### src/rtl/dram_seq_pkg.sv
package dram_seq_pkg;

  typedef enum logic [2:0] {
    M_EXT_BANK  = 3'b000,
    M_EXT_ALL   = 3'b001,
    M_AUTO_SLOW = 3'b010,
    M_AUTO_FAST = 3'b011,
    M_RSV4      = 3'b100,
    M_RSV5      = 3'b101,
    M_RSV6      = 3'b110,
    M_SET_EOC   = 3'b111
  } seq_mode_e;

  typedef enum logic [2:0] {
    S_IDLE     = 3'd0,
    S_ROWHOLD  = 3'd1,
    S_COLSETUP = 3'd2,
    S_CASACT   = 3'd3,
    S_REFRESH  = 3'd4,
    S_PRECHG   = 3'd5
  } seq_state_e;

  // Strobes from control to datapath
  typedef struct packed {
    logic rasEn;
    logic rasAll;
    logic casEn;
    logic selCol;
    logic selRef;
  } seq_strobe_t;

  function automatic logic isAutoMode(input logic [2:0] m);
    return (m == M_AUTO_SLOW) || (m == M_AUTO_FAST);
  endfunction

  function automatic logic isExtMode(input logic [2:0] m);
    return (m == M_EXT_BANK) || (m == M_EXT_ALL);
  endfunction

endpackage

### src/rtl/dram_seq_ctrl.sv
module dram_seq_ctrl
  import dram_seq_pkg::*;
#(
  parameter int ROW_HOLD_FAST = 2,
  parameter int ROW_HOLD_SLOW = 3,
  parameter int COL_SETUP     = 1,
  parameter int PRECHARGE     = 1
) (
  input  logic        clk,
  input  logic        rstN,
  input  logic [2:0]  mode,
  input  logic        accessN,
  input  logic        extCasN,
  input  logic        extColSel,
  input  logic        refreshGrant,
  output seq_strobe_t strobes
);

  localparam int MAX_A    = (ROW_HOLD_FAST > ROW_HOLD_SLOW) ? ROW_HOLD_FAST : ROW_HOLD_SLOW;
  localparam int MAX_B    = (COL_SETUP > PRECHARGE) ? COL_SETUP : PRECHARGE;
  localparam int MAX_WAIT = (MAX_A > MAX_B) ? MAX_A : MAX_B;
  localparam int CNT_W    = (MAX_WAIT < 2) ? 1 : $clog2(MAX_WAIT);

  localparam logic [CNT_W-1:0] FAST_LOAD  = CNT_W'(ROW_HOLD_FAST - 1);
  localparam logic [CNT_W-1:0] SLOW_LOAD  = CNT_W'(ROW_HOLD_SLOW - 1);
  localparam logic [CNT_W-1:0] SETUP_LOAD = CNT_W'(COL_SETUP - 1);
  localparam logic [CNT_W-1:0] PRE_LOAD   = CNT_W'(PRECHARGE - 1);

  seq_state_e       state, nextState;
  logic [CNT_W-1:0] cnt, nextCnt;
  logic             accQ, casQ, colQ, refQ;
  logic [2:0]       modeQ;
  logic             startSeq;
  logic             autoBusy;

  // Sampled copies of the external controls
  always_ff @(posedge clk or negedge rstN) begin
    if (!rstN) begin
      accQ  <= 1'b1;
      casQ  <= 1'b1;
      colQ  <= 1'b0;
      refQ  <= 1'b0;
      modeQ <= M_SET_EOC;
    end else begin
      accQ  <= accessN;
      casQ  <= extCasN;
      colQ  <= extColSel;
      refQ  <= refreshGrant;
      modeQ <= mode;
    end
  end

  assign startSeq = !accessN && accQ && isAutoMode(mode);
  assign autoBusy = (state == S_ROWHOLD) || (state == S_COLSETUP) || (state == S_CASACT);

  always_comb begin
    nextState = state;
    nextCnt   = cnt;
    unique case (state)
      S_IDLE: begin
        if (startSeq) begin
          if (refreshGrant) begin
            nextState = S_REFRESH;
          end else begin
            nextState = S_ROWHOLD;
            nextCnt   = (mode == M_AUTO_FAST) ? FAST_LOAD : SLOW_LOAD;
          end
        end
      end
      S_ROWHOLD: begin
        if (accessN) begin
          nextState = S_PRECHG;
          nextCnt   = PRE_LOAD;
        end else if (cnt == '0) begin
          nextState = S_COLSETUP;
          nextCnt   = SETUP_LOAD;
        end else begin
          nextCnt = cnt - 1'b1;
        end
      end
      S_COLSETUP: begin
        if (accessN) begin
          nextState = S_PRECHG;
          nextCnt   = PRE_LOAD;
        end else if (cnt == '0) begin
          nextState = S_CASACT;
        end else begin
          nextCnt = cnt - 1'b1;
        end
      end
      S_CASACT, S_REFRESH: begin
        if (accessN) begin
          nextState = S_PRECHG;
          nextCnt   = PRE_LOAD;
        end
      end
      S_PRECHG: begin
        if (cnt == '0) nextState = S_IDLE;
        else           nextCnt   = cnt - 1'b1;
      end
      default: nextState = S_IDLE;
    endcase
  end

  always_ff @(posedge clk or negedge rstN) begin
    if (!rstN) begin
      state <= S_IDLE;
      cnt   <= '0;
    end else begin
      state <= nextState;
      cnt   <= nextCnt;
    end
  end

  // Strobe encoding per state and mode
  always_comb begin
    strobes = '0;
    unique case (state)
      S_ROWHOLD:  strobes.rasEn = 1'b1;
      S_COLSETUP: begin
        strobes.rasEn  = 1'b1;
        strobes.selCol = 1'b1;
      end
      S_CASACT: begin
        strobes.rasEn  = 1'b1;
        strobes.selCol = 1'b1;
        strobes.casEn  = 1'b1;
      end
      S_REFRESH: begin
        strobes.rasEn  = 1'b1;
        strobes.rasAll = 1'b1;
        strobes.selRef = 1'b1;
      end
      S_PRECHG: strobes.selRef = refQ;
      default: begin
        strobes.selRef = refQ;
        if (isExtMode(modeQ)) begin
          strobes.rasEn  = !accQ;
          strobes.rasAll = (modeQ == M_EXT_ALL) || refQ;
          strobes.casEn  = !casQ && !refQ;
          strobes.selCol = colQ && !refQ;
        end
      end
    endcase
  end

  assert_row_hold_done_R4 : assert property (@(posedge clk) disable iff (!rstN)
    (state == S_COLSETUP && $past(state) == S_ROWHOLD) |-> ($past(cnt) == '0));

  assert_cas_after_setup_R5 : assert property (@(posedge clk) disable iff (!rstN)
    (state == S_CASACT && $past(state) != S_CASACT) |-> ($past(state) == S_COLSETUP));

  assert_release_R6 : assert property (@(posedge clk) disable iff (!rstN)
    (autoBusy && accessN) |=> (state == S_PRECHG));

  assert_precharge_ignore_R7 : assert property (@(posedge clk) disable iff (!rstN)
    (state == S_PRECHG) |=> !((state == S_ROWHOLD) || (state == S_REFRESH)));

endmodule

### src/rtl/dram_seq_dpath.sv
module dram_seq_dpath
  import dram_seq_pkg::*;
#(
  parameter int ADDR_W = 9,
  parameter int BANKS  = 4
) (
  input  logic                       clk,
  input  logic                       rstN,
  input  logic                       addrLoad,
  input  logic [ADDR_W-1:0]          rowIn,
  input  logic [ADDR_W-1:0]          colIn,
  input  logic [$clog2(BANKS)-1:0]   bankIn,
  input  logic [ADDR_W-1:0]          refreshAddr,
  input  seq_strobe_t                strobes,
  output logic [ADDR_W-1:0]          memAddr,
  output logic [BANKS-1:0]           rasN,
  output logic                       casN
);

  localparam int BANK_W = $clog2(BANKS);

  logic [ADDR_W-1:0] rowQ, colQ;
  logic [BANK_W-1:0] bankQ;

  always_ff @(posedge clk or negedge rstN) begin
    if (!rstN) begin
      rowQ  <= '0;
      colQ  <= '0;
      bankQ <= '0;
    end else if (addrLoad) begin
      rowQ  <= rowIn;
      colQ  <= colIn;
      bankQ <= bankIn;
    end
  end

  assign memAddr = strobes.selRef ? refreshAddr :
                   strobes.selCol ? colQ : rowQ;

  for (genvar b = 0; b < BANKS; b++) begin : gBank
    assign rasN[b] = !(strobes.rasEn && (strobes.rasAll || (bankQ == BANK_W'(b))));
  end

  assign casN = !strobes.casEn;

  assert_single_bank_R3 : assert property (@(posedge clk) disable iff (!rstN)
    (strobes.rasEn && !strobes.rasAll) |-> ($countones(rasN) == BANKS - 1));

  assert_ref_no_cas_R10 : assert property (@(posedge clk) disable iff (!rstN)
    strobes.selRef |-> casN);

endmodule

### src/rtl/dram_access_seq.sv
module dram_access_seq
  import dram_seq_pkg::*;
#(
  parameter int ADDR_W        = 9,
  parameter int BANKS         = 4,
  parameter int ROW_HOLD_FAST = 2,
  parameter int ROW_HOLD_SLOW = 3,
  parameter int COL_SETUP     = 1,
  parameter int PRECHARGE     = 1
) (
  input  logic                     clk,
  input  logic                     rstN,
  input  logic [2:0]               mode,
  input  logic                     addrLoad,
  input  logic [ADDR_W-1:0]        rowIn,
  input  logic [ADDR_W-1:0]        colIn,
  input  logic [$clog2(BANKS)-1:0] bankIn,
  input  logic                     accessN,
  input  logic                     extCasN,
  input  logic                     extColSel,
  input  logic                     refreshGrant,
  input  logic [ADDR_W-1:0]        refreshAddr,
  input  logic                     weInN,
  output logic [ADDR_W-1:0]        memAddr,
  output logic [BANKS-1:0]         rasN,
  output logic                     casN,
  output logic                     weN
);

  seq_strobe_t strobes;

  dram_seq_ctrl #(
    .ROW_HOLD_FAST(ROW_HOLD_FAST),
    .ROW_HOLD_SLOW(ROW_HOLD_SLOW),
    .COL_SETUP    (COL_SETUP),
    .PRECHARGE    (PRECHARGE)
  ) uCtrl (
    .clk         (clk),
    .rstN        (rstN),
    .mode        (mode),
    .accessN     (accessN),
    .extCasN     (extCasN),
    .extColSel   (extColSel),
    .refreshGrant(refreshGrant),
    .strobes     (strobes)
  );

  dram_seq_dpath #(
    .ADDR_W(ADDR_W),
    .BANKS (BANKS)
  ) uDpath (
    .clk        (clk),
    .rstN       (rstN),
    .addrLoad   (addrLoad),
    .rowIn      (rowIn),
    .colIn      (colIn),
    .bankIn     (bankIn),
    .refreshAddr(refreshAddr),
    .strobes    (strobes),
    .memAddr    (memAddr),
    .rasN       (rasN),
    .casN       (casN)
  );

  assign weN = weInN;

endmodule

### config.mk
export PLATFORM = sky130hd
export DESIGN_NAME = dram_access_seq
export DESIGN_NICKNAME = d
export VERILOG_FILES = /design/src/rtl/dram_seq_pkg.sv /design/src/rtl/dram_seq_ctrl.sv /design/src/rtl/dram_seq_dpath.sv /design/src/rtl/dram_access_seq.sv
export SDC_FILE = /design/constraint.sdc
export NUM_CORES = 1
export LEC_CHECK = 0
export ABC_AREA = 0
export BUFFER_PORTS_ARGS = -buffer_cell sky130_fd_sc_hd__buf_4
export CAP_MARGIN = 5
export CORE_MARGIN = 2
export CORE_UTILIZATION = 47
export CTS_CLUSTER_DIAMETER = 150
export DETAILED_ROUTE_END_ITERATION = 16
export GPL_TIMING_DRIVEN = 0
export PLACE_DENSITY = 0.76
export SLEW_MARGIN = 10
export SYNTH_ARGS = -nofsm -noshare
export SYNTH_HDL_FRONTEND = slang
export SYNTH_SLANG_ARGS = --single-unit
### constraint.sdc
create_clock -name clk -period 2.3 [get_ports clk]
set_input_delay 0.575 -clock clk [delete_from_list [all_inputs] [get_ports clk]]
set_output_delay 0.575 -clock clk [all_outputs]
set_load 0.005 [all_outputs]
==> results.yml <==
floorplanning:
  core-area_um2: 3940
  die_y_um: 67.7
  floorplan.initialDensity_pct: 48.3
  die_area_um2: 4580
  floorplan.die.width_um: 67.7
  boundaryPins: 55
  placementRows: 23
layout:
  n_fill_cell: 346
  layout-drive-gt1-share_pct: 47.0
  finish.utilization_pct: 65.9
  syn2layout_area_growth_pct: 36.5
  post-route-cell-area_um2: 2600
  antenna_cells_inserted: 0
  nNetsFinal: 292
  fin_cells: 303
placed_design:
  post_dp_cell_area_um2: 2360
  dp.cells: 290
  port_buffers: 52
  preCtsSetupSlack_ns: -0.193
  routabilityCongestion: 0.906
  detailedPlacementHpwl_um: 3350
grt:
  grt_start_max_net_pins: 33
  global_router_s_overall_resource_usage_pct: 24.2
  grt_antenna_before_repair: 0
  via_count_of_the_first_global_routing_pass: 1695
  globalRoute.totalOverflow: 0
  grt_pass1_wl_um: 8230
worst_setup_path:
  cp-start-kind: "flip-flop"
  timing.critical_path.fanout_max: 6
  cp.required_ns: 1.73
  crit_slowest_cell: "or4b_4"
  critical_path_class: "flip-flop to primary output"
  cp_slowest_stage_delay_ns: 0.55
  endpoint_kind: "primary output"
  worst_ep_arrival_time_ns: 2.13
  critical_path.most_common_cell: "buf_8"
  critical_path.top_delay_family: "simple AND/OR/NAND/NOR gates"
  cp.buffers_inverters: 3
  path_cells: "or4b_4, buf_8, buf_8, o211ai_2, a31oi_1, a221o_1, buf_4"
synth:
  ys_ff_latch: 32
  mappedNetlistNets: 228
  synth_top_area_share_pct: 35.5
  netlist.top_cell.by_area: "dfrtp_1"
  most_common_flop_cell_mapped_by_yosys: "dfrtp_1"
  synth_seq_area_share_pct: 42.4
  synth_fa_ha_area_share_pct: 0.526
  netlist_top_cells_area: "dfrtp_1 (35%), mux2_2 (13%), dfstp_2 (6.9%)"
  synth.mux.area_fraction_pct: 13.5
  synth-edff-count: 0
  ys.warnings.count: 0
  synth_xor_xnor_area_share_pct: 0
  synth_cell_area_um2: 1900
  ys_async_sr_fraction_pct: 100
  synthDistinctLibCells: 46
  synth_simple_gate_area_share_pct: 17.8
  combinational_family_with_the_most_area_after_synthesis: "compound AO/OA/AOI/OAI gates"
  syn_avg_cell_area_um2: 10.1
  post_synth_inst_count: 188
  compound_gate_fraction_of_synth_area_pct: 20.8
clock_tree:
  clock_tree.htree_level_count: 2
  cts_tree: "yes"
  clock_tree.buffer_depth: 2
  worstSkewPairLatency_ns: 0.28
  cts_buffers: 5
  tritoncts_num_sinks: 32
  worst_setup_hold_path_clk_slew_ns: 0.06
  cts_root_buf: "clkbuf_8"
timing:
  max_slew_headroom_at_the_worst_pin_pct: 57.9
  fin_worst_skew_ns: 0.00546
  hold_viol: 0
  setup-violations-final: 9
  period_minus_slack_ns: 2.71
  max_slew_violations: 0
  hold-worst-slack_ns: 0.228
  finalSetupTns_ns: -3.20
  timing.final.crit_share_pct: 118
  max_clock_freq_mhz: 370
  setup_slack_ns: -0.406
  setup_repair_after_global_routing_missed_its_margin: "true"
  worst_slew_pin_slew_ns: 0.632
pwr:
  static-leakage-power_nw: 1.06
  power_density_nw_per_um2: 962
  vdd_ir_drop_max_uv: 529
  report.power.total_mw: 2.50
status:
  outcome: "complete, but fails checks"
  failed_checks: "setup timing"
route:
  wl_met2_um: 2510
  drc: 0
  wirelength_met1_um: 2220
  detail_route.vias_per_cell: 5.89
  via_count_of_the_routed_design: 1786
  detailedRoute.firstIterationViolations: 110
  drt_wl_total_um: 5070
  met3_length_um: 283
  detail_route.first_pass.iterations: 4
  highest_layer: "met4"
  drt.antenna.violating_nets: 0
  wl_per_cell_um: 16.7
hold_path:
  min-delay-path-class: "primary input to async pin"
job:
  timing.max_cap.violations: 0
[final timing paths]
kind	startpoint	end	slack [ns]	depth (start not counted)
max	uCtrl.modeQ[1]$_DFF_PN1_	memAddr[0]	-0.41	7
min	rstN	uCtrl.state[2]$_DFFE_PN0P_	0.23	1
max reg2reg	uCtrl.state[0]$_DFFE_PN0P_	uCtrl.cnt[0]$_DFFE_PN0P_	0.55	5
min reg2reg	uDpath.rowQ[7]$_DFFE_PN0P_	uDpath.rowQ[7]$_DFFE_PN0P_	0.54	1
max in group asynchronous	rstN	uCtrl.accQ$_DFF_PN1_	1.75	1
min in group clk	extCasN	uCtrl.casQ$_DFF_PN1_	0.40	1
[flip-flops by register name (all words and copies together), names as in the netlist]
| register | count |
|---|---|
| uDpath.rowQ | 9 |
| uCtrl.modeQ | 3 |
| uCtrl.state | 3 |
| uDpath.colQ | 9 |
| uCtrl.accQ | 1 |
| uCtrl.colQ | 1 |
| uCtrl.casQ | 1 |
| uCtrl.refQ | 1 |
| uCtrl.cnt | 2 |
| uDpath.bankQ | 2 |
[metal layers]
| metal | global-route usage [%] | vias to the layer above |
|---|---|---|
| met5 | 0 | - |
| met2 | 39.5 | 56 |
| met4 | 8.93 | 0 |
| met3 | 3.50 | 5 |
| met1 | 32.5 | 858 |
| li1 | - | 867 |
[power breakdown]
group / total (mW) / switching (mW) / internal (mW)
registers: 0.746 / 0.0958 / 0.650
clock network: 0.443 / 0.199 / 0.244
logic: 1.31 / 0.645 / 0.667
[Yosys cell counts (2+ instances only)]
master / instances
o21ai_0: 9
nor2_1: 9
and2_1: 2
nand3b_1: 2
nor2b_1: 5
mux2_2: 22
inv_1: 2
a211oi_1: 2
nand2_1: 4
or2_2: 2
dfstp_2: 5
o211ai_1: 8
a221o_1: 9
nand3_1: 18
buf_2: 3
clkbuf_1: 9
a31oi_1: 10
nor3_1: 9
a21oi_1: 5
dfrtp_1: 27
[kinds of logic after synthesis]
logic type,after synthesis
multiplexers,23
flip-flops,32
AO/OA/AOI/OAI,54
adder cells (fa/ha/maj),1
AND/OR/NAND/NOR,60
buffers and inverters,18
[layout by cell type, fill, tap and decap left out, types with 4 or more instances in the layout]
master,netlist,layout
buf_4,1,57
dfrtp_1,27,26
mux2_2,22,22
nand3_1,18,13
a31oi_1,10,10
nor2_1,9,9
a221o_1,9,9
nor3_1,9,9
o211ai_1,8,8
o21ai_0,9,7
clkbuf_1,9,6
clkbuf_8,0,6
nand3_2,0,5
nor2b_1,5,5
dfstp_2,5,5
buf_2,3,4
nand2_1,4,4
a21oi_1,5,4
[cell type report]
type	count	area [um2]	share of cell area [%]
multi-input cells	138	1070	41.2
flip-flops and latches	32	808	31.1
repair buffers	58	453	17.4
plain buffers	15	106	4.09
clock buffers	8	90.1	3.47
well taps	50	62.6	2.41
inverters	2	7.51	0.289
[repair_timing]
| item | CTS | global route |
|---|---|---|
| buffers inserted | 4 | 0 |
| setup endpoints to repair | 14 | 14 |
| gates cloned | 2 | 0 |
| hold buffers | 0 | 0 |
| pin swaps | 11 | 6 |
| resized for setup | 21 | 10 |
No activity file was read; power rests on OpenSTA's default activity.
